**config.mk**
```make
export PLATFORM = sky130hd
export DESIGN_NAME = pps_cmp_gen
export DESIGN_NICKNAME = d
export VERILOG_FILES = /design/src/rtl/pps_pkg.sv /design/src/rtl/pps_match.sv /design/src/rtl/pps_pulse.sv /design/src/rtl/pps_regs.sv /design/src/rtl/pps_cmp_gen.sv
export SDC_FILE = /design/constraint.sdc
export NUM_CORES = 1
export LEC_CHECK = 0
export BUFFER_PORTS_ARGS = -buffer_cell sky130_fd_sc_hd__buf_2
export CAP_MARGIN = 30
export CORE_MARGIN = 2
export CORE_UTILIZATION = 40
export CTS_BUF_LIST = sky130_fd_sc_hd__clkbuf_4 sky130_fd_sc_hd__clkbuf_8 sky130_fd_sc_hd__clkbuf_16
export CTS_CLUSTER_DIAMETER = 100
export DETAILED_ROUTE_END_ITERATION = 12
export PLACE_DENSITY = 0.69
export SYNTH_ARGS = -nofsm -noshare
export SYNTH_HDL_FRONTEND = slang
export SYNTH_HIERARCHICAL = 1
export SYNTH_SLANG_ARGS = --single-unit
```
**constraint.sdc**
```tcl
create_clock -name clk -period 3.2 [get_ports clk]
set_input_delay 0.64 -clock clk [delete_from_list [all_inputs] [get_ports clk]]
set_output_delay 0.64 -clock clk [all_outputs]
set_load 0.1 [all_outputs]
```
**src/rtl/pps_pkg.sv**
```systemverilog
package pps_pkg;

  localparam int ADDR_W = 2;

  typedef enum logic [ADDR_W-1:0] {
    A_CMP  = 2'd0,
    A_CTRL = 2'd1,
    A_EVT  = 2'd2,
    A_RSVD = 2'd3
  } addr_e;

  localparam int CTRL_EN_BIT   = 0;
  localparam int EVT_STICKY_BIT = 0;
  localparam int EVT_LIVE_BIT   = 1;

endpackage

```
**src/rtl/pps_match.sv**
```systemverilog
module pps_match #(
  parameter int TIME_W = 64,
  parameter int CMP_W  = 32
) (
  input  logic [TIME_W-1:0] sys_time,
  input  logic [CMP_W-1:0]  cmp_val,
  output logic              hit
);
  logic [CMP_W-1:0] low_word;

  generate
    if (TIME_W > CMP_W) begin : g_split
      logic [TIME_W-CMP_W-1:0] unused_high;
      assign low_word    = sys_time[CMP_W-1:0];
      assign unused_high = sys_time[TIME_W-1:CMP_W];
    end else begin : g_flat
      assign low_word = sys_time;
    end
  endgenerate

  assign hit = (low_word == cmp_val);
endmodule

```
**src/rtl/pps_pulse.sv**
```systemverilog
module pps_pulse #(
  parameter int PULSE_CYCLES = 1
) (
  input  logic clk,
  input  logic rst,
  input  logic hit,
  output logic pulse
);
  generate
    if (PULSE_CYCLES <= 1) begin : g_single
      always_ff @(posedge clk) begin
        if (rst) pulse <= 1'b0;
        else     pulse <= hit;
      end
    end else begin : g_stretch
      localparam int CNT_W = $clog2(PULSE_CYCLES);
      localparam logic [CNT_W-1:0] LOAD = CNT_W'(PULSE_CYCLES - 1);
      logic [CNT_W-1:0] remain;
      always_ff @(posedge clk) begin
        if (rst) begin
          pulse  <= 1'b0;
          remain <= '0;
        end else if (hit) begin
          pulse  <= 1'b1;
          remain <= LOAD;
        end else if (remain != '0) begin
          remain <= remain - 1'b1;
        end else begin
          pulse <= 1'b0;
        end
      end
    end
  endgenerate
endmodule

```
**src/rtl/pps_regs.sv**
```systemverilog
module pps_regs
  import pps_pkg::*;
#(
  parameter int CMP_W = 32
) (
  input  logic              clk,
  input  logic              rst,
  input  logic              wr,
  input  logic [ADDR_W-1:0] addr,
  input  logic [CMP_W-1:0]  wdata,
  input  logic              hit,
  input  logic              pulse_live,
  output logic [CMP_W-1:0]  cmp_val,
  output logic              irq_en,
  output logic              sticky,
  output logic [CMP_W-1:0]  rdata,
  output logic              irq
);
  addr_e            sel;
  logic             clr;
  logic             sticky_d;
  logic             en_d;
  logic [CMP_W-1:0] rd_mux;

  assign sel      = addr_e'(addr);
  assign clr      = wr && (sel == A_EVT) && wdata[EVT_STICKY_BIT];
  assign sticky_d = hit || (sticky && !clr);
  assign en_d     = (wr && (sel == A_CTRL)) ? wdata[CTRL_EN_BIT] : irq_en;

  always_comb begin
    rd_mux = '0;
    case (sel)
      A_CMP:  rd_mux = cmp_val;
      A_CTRL: rd_mux[CTRL_EN_BIT] = irq_en;
      A_EVT: begin
        rd_mux[EVT_STICKY_BIT] = sticky;
        rd_mux[EVT_LIVE_BIT]   = pulse_live;
      end
      default: rd_mux = '0;
    endcase
  end

  always_ff @(posedge clk) begin
    if (rst) begin
      cmp_val <= '1;
      irq_en  <= 1'b0;
      sticky  <= 1'b0;
      rdata   <= '0;
      irq     <= 1'b0;
    end else begin
      if (wr && (sel == A_CMP)) cmp_val <= wdata;
      irq_en <= en_d;
      sticky <= sticky_d;
      irq    <= sticky_d && en_d;
      rdata  <= rd_mux;
    end
  end
endmodule

```
**src/rtl/pps_cmp_gen.sv**
```systemverilog
module pps_cmp_gen
  import pps_pkg::*;
#(
  parameter int TIME_W       = 64,
  parameter int CMP_W        = 32,
  parameter int PULSE_CYCLES = 1
) (
  input  logic              clk,
  input  logic              rst,
  input  logic [TIME_W-1:0] sys_time,
  input  logic              test_mode,
  input  logic              reg_wr,
  input  logic [ADDR_W-1:0] reg_addr,
  input  logic [CMP_W-1:0]  reg_wdata,
  output logic [CMP_W-1:0]  reg_rdata,
  output logic              pps_out,
  output logic              irq
);
  logic [CMP_W-1:0] cmp_val;
  logic             hit;
  logic             irq_en;
  logic             evt_sticky;
  logic             unused_test_mode;

  assign unused_test_mode = test_mode;

  pps_match #(.TIME_W(TIME_W), .CMP_W(CMP_W)) u_match (
    .sys_time (sys_time),
    .cmp_val  (cmp_val),
    .hit      (hit)
  );

  pps_pulse #(.PULSE_CYCLES(PULSE_CYCLES)) u_pulse (
    .clk   (clk),
    .rst   (rst),
    .hit   (hit),
    .pulse (pps_out)
  );

  pps_regs #(.CMP_W(CMP_W)) u_regs (
    .clk        (clk),
    .rst        (rst),
    .wr         (reg_wr),
    .addr       (reg_addr),
    .wdata      (reg_wdata),
    .hit        (hit),
    .pulse_live (pps_out),
    .cmp_val    (cmp_val),
    .irq_en     (irq_en),
    .sticky     (evt_sticky),
    .rdata      (reg_rdata),
    .irq        (irq)
  );
endmodule

```
## Word level (Yosys, flattened, before mapping)

Index checks and enable logic that the tools add are counted.

- Latch bits: 0
- Memories: 0
- Logic and storage cells: 24
- Memory bits (writable): 0
- Output and inout bits: 34
- Memory bits (read-only): 0
- Bits of input ports: 102
- Flip-flop bits (word level): 68

- Shift-type cells: 0
- $mul: 0
- Muxes and demuxes: 3
- Equal/unequal tests: 3
- Bitwise gates (word level): 1
- Reductions and logical operators: 10
- Div/mod/pow operators: 0
- $add $sub $neg: 0
- Order comparisons: 0

Operators by type and width:

| operator | count |
|---|---|
| 32-bit equality test | 1 |
| 1-bit logical AND | 6 |
| 1-bit one-hot mux with 3 select lines | 1 |
| 2-bit by 1-bit equality test with 1-bit output (second input constant) | 1 |
| 2-bit equality test (second input constant) | 1 |
| 2-bit zero test | 1 |
| 1-bit one-hot mux with 2 select lines | 1 |
| 2-bit OR reduction | 1 |
| 1-bit zero test | 1 |
| 1-bit logical OR | 1 |
| 1-bit 2-to-1 mux | 1 |
| 1-bit NOT | 1 |

## Depth between registers and ports, before layout

- Depth after elaboration: 7
- Mapped depth: 6
- Gate-level depth less buffers: 6

## Cells and area by module

The synthesis kept the hierarchy.

By module, submodules not included:

| module | cells each | seq. area each (µm²) | times used | area an instance (µm²) |
|---|---|---|---|---|
| pps_regs | 191 | 1341.3 | 1 | 2202.1 |
| pps_match | 43 | 0.0 | 1 | 346.6 |
| pps_pulse | 2 | 20.0 | 1 | 33.8 |

## Worst setup path before layout

No wires, ideal clock.

- Kind: input to register
- Start: input reg_addr[0]
- End: register u_regs.cmp_val[10]
- Slack: 1460 ps
- Data required time: 3080 ps
- Setup time: 120 ps
- Path buffers: 2
- Stages: 5
- Arrival time: 1621 ps
- Cell sequence: buf_2 > nor3b_4 > buf_4 > nor2b_1 > a211o_1

- Cells in the longest elaborated chain, start to end: 2

Ends and longest elaborated chain:

| element | RTL line | RTL |
|---|---|---|
| start, declared | pps_cmp_gen.sv:13 | `input logic [ADDR_W-1:0] reg_addr,` |
| 2-bit zero test | pps_regs.sv:51 | `if (wr && (sel == A_CMP)) cmp_val <= wdata;` |
| 1-bit logical AND | pps_regs.sv:51 |  |
| end signal, assigned | pps_regs.sv:51 |  |
| end, declared | pps_regs.sv:13 | `output logic [CMP_W-1:0] cmp_val,` |

Every way passes these cells.
A chain may end at the register's enable or synchronous reset.

## Worst setup path after layout

- Start: register u_pulse.pulse
- End: output pps_out

RTL lines:

| element | RTL line | RTL |
|---|---|---|
| start, declared | pps_pulse.sv:7 | `output logic pulse` |
| start signal, assigned | pps_pulse.sv:13 | `else pulse <= hit;` |
| end, declared | pps_cmp_gen.sv:16 | `output logic pps_out,` |

No word-level cell between the ends.

==> metrics <==
HP Class reg -> reg; CP max stage cell buf_2; Final Core Density a little over half; Remaining DRCs 0; worst slew pin tran approximately 0.63 ns; Max-cap violations 0; Starting DRT DRC Count between 70 and 80; initial antenna violation count 0; Fin Hold WS between 0.4 and 0.5 ns; pre-CTS worst setup slack around 1.1 ns; core outline area roughly 0.0063 mm²; Final period util a little over half; number of global-route vias before repair ~1900; WS Path Type reg -> out; synthesized area per cell ~11 µm²; RSZ-0062 raised after global routing no; crit-path cells buf_2; row cnt 29; largest cells by area after synthesis dfxtp_1 (53%), a211o_1 (11%), xor2_1 (11%); Sequential Power Share between 50% and 60%; hold wc startpoint u_regs/cmp_val[24]; Area Overhead vs Synth 27.7%; combinational share of power approximately 17%; placed instance count approximately 400; detailed-route via count between 1500 and 2000; Die Wd approximately 84 µm; critical path startpoint u_pulse/pulse; Top FF cell, synth dfxtp_1; post-route cell area ~0.0033 mm²; crit-path max FO 2; asr flop ratio synth 0%; GPL Wtd Cong 0.734; Synth cell types 19; post-CTS sizing 0; CTS tree done; dpl cell area 0.00314 mm²; H-tree depth 3; PD cells 547 mW/mm²; largest net degree at the start of global routing 65; DRT antenna net count 0; EDFF count, synth 0; Post-Syn Area about 0.0026 mm²; Post-synth top cells dfxtp_1 (68), a211o_1 (32), nor2b_1 (32), xor2_1 (32), and2_1 (30); count leader, synth dfxtp_1; internal power ~1.3 mW; outcome complete, no violations; Psw 519 µW; Warnings, synthesis 6; Detailed Place HPWL 4.05 mm; total routed wirelength roughly 5.7 mm; I/O pin cnt 136; Post-Route Skew between 0.008 and 0.009 ns; Final Hold Viols 0; Starting Density 40.9%; area leader, netlist dfxtp_1; GRT Overall Usage between 10% and 20%; Congestion Overflow GR 0; delay-heaviest family, CP buffers and inverters; register bit total from synthesis 68; Setup WS post-layout between 1 and 1.5 ns; setup_tns 0 ns; nets@finish between 400 and 500; vias per cell 4.76; Setup Buffers After CTS 0; Max Fclk around 570 MHz; reg2reg start u_regs/cmp_val[17]; setup violators final 0; port bufs between 100 and 150; die height ~84 µm; Final Slew Violations 0; global-route wire length before repair 9.04 mm; Skew-Pair Late Insertion Delay about 0.33 ns; multi-input logic area approximately 0.0011 mm²; Mapped Nets roughly 340; Sw Ratio 28.8%; clock buffer depth 2; number of fill cells 605; clock-pin slew on the worst setup and hold paths roughly 0.07 ns; drt pass-1 iters 4; CP arrival about 1.1 ns; FF/Latch Area 0.00136 mm²; antenna cells 0; Final Critical Period about 1.8 ns; CP endpoint kind output pin; CTS Hold Bufs 0; sequential share of the synthesized area between 50% and 60%; critical path startpoint category flip-flop; CP bufs+invs 1; die footprint 0.00711 mm²; CTS Buf Count 9; layout cells sized above 1 between 30 and 40%; Max stage delay on crit path about 0.43 ns; Design Power between 1.5 and 2 mW; CP required approximately 2.6 ns; Peak VDD IR about 0.30 mV; CTS Root Cell clkbuf_8; Synth top area share 52.7%; wire length per cell 13.7 µm; Cells after Synth approximately 240; LEAKAGE 1.45 nW; Clock Power Share approximately a third; fin cells roughly 420; clk sinks between 60 and 70; Rel. slew slack between 50% and 60%
## sequential cells by signal (all words and copies together), names as in the netlist
signal	count
u_pulse/pulse	1
u_regs/cmp_val	32
u_regs/irq	1
u_regs/irq_en	1
u_regs/rdata	32
u_regs/sticky	1
## path summary, 6_finish.rpt
check,endpoint,cells past startpoint,slack [ns]
worst max-delay path,pps_out,1,1.45
worst min-delay path,u_regs/rdata[24],1,0.49
worst max register to register,u_regs/irq,6,1.57
worst min register to register,u_regs/rdata[24],1,0.49
## power by group through the flow
stage                     clock, mW  sequential (mW)  combinational [mW]
final                         0.591            0.906               0.306
after floorplan                   0             1.05               0.100
after CTS                     0.614            0.906               0.309
after detailed placement          0            0.925               0.308
after global placement            0            0.924               0.305
after global routing          0.646            0.910               0.327
## cells by family (layout without fill, tap and decap cells)
kind of cell,Yosys count,count (layout),synth area share (%)
DFF,68,68,52.7
muxes,3,3,1.16
AOI/OAI and AO/OA,34,34,11.3
xor gates and xnor gates,32,32,10.9
buffers and inverters,15,120,3.15
and+or+nand+nor,84,84,20.8
## layout make-up
| cell class | instances | share of cell area, % |
|---|---|---|
| Tap cell | 77 | 2.92 |
| Sequential cell | 68 | 41.3 |
| Multi-Input combinational cell | 153 | 34.7 |
| Clock buffer | 12 | 4.44 |
| Timing Repair Buffer | 105 | 16.2 |
| Clock inverter | 3 | 0.455 |
## cell usage in the layout (no fill, tap or decap)
| master | n |
|---|---|
| dfxtp_1 | 68 |
| a211o_1 | 32 |
| mux2i_1 | 3 |
| nand3b_1 | 2 |
| clkbuf_4 | 3 |
| and2_1 | 30 |
| clkbuf_8 | 9 |
| buf_2 | 102 |
| nor3_1 | 2 |
| xor2_1 | 32 |
| nor2_1 | 4 |
| buf_4 | 3 |
| nor3_2 | 1 |
| nor2b_1 | 32 |
| a21oi_1 | 1 |
| nor3b_4 | 1 |
| nand4_1 | 2 |
| nor2b_4 | 1 |
| clkinv_2 | 3 |
| nor4_1 | 8 |
| nand4b_1 | 1 |
| o21a_1 | 1 |
## layer usage
metal | global-route usage (%) | routed length [µm] | up-vias
li1 | - | - | 997
met1 | 20.1 | 2580 | 907
met2 | 26.8 | 2620 | 73
met3 | 5.41 | 432 | 11
met4 | 7.79 | 99 | 0
met5 | 0 | 0 | -
No activity file was read; power rests on OpenSTA's default activity.
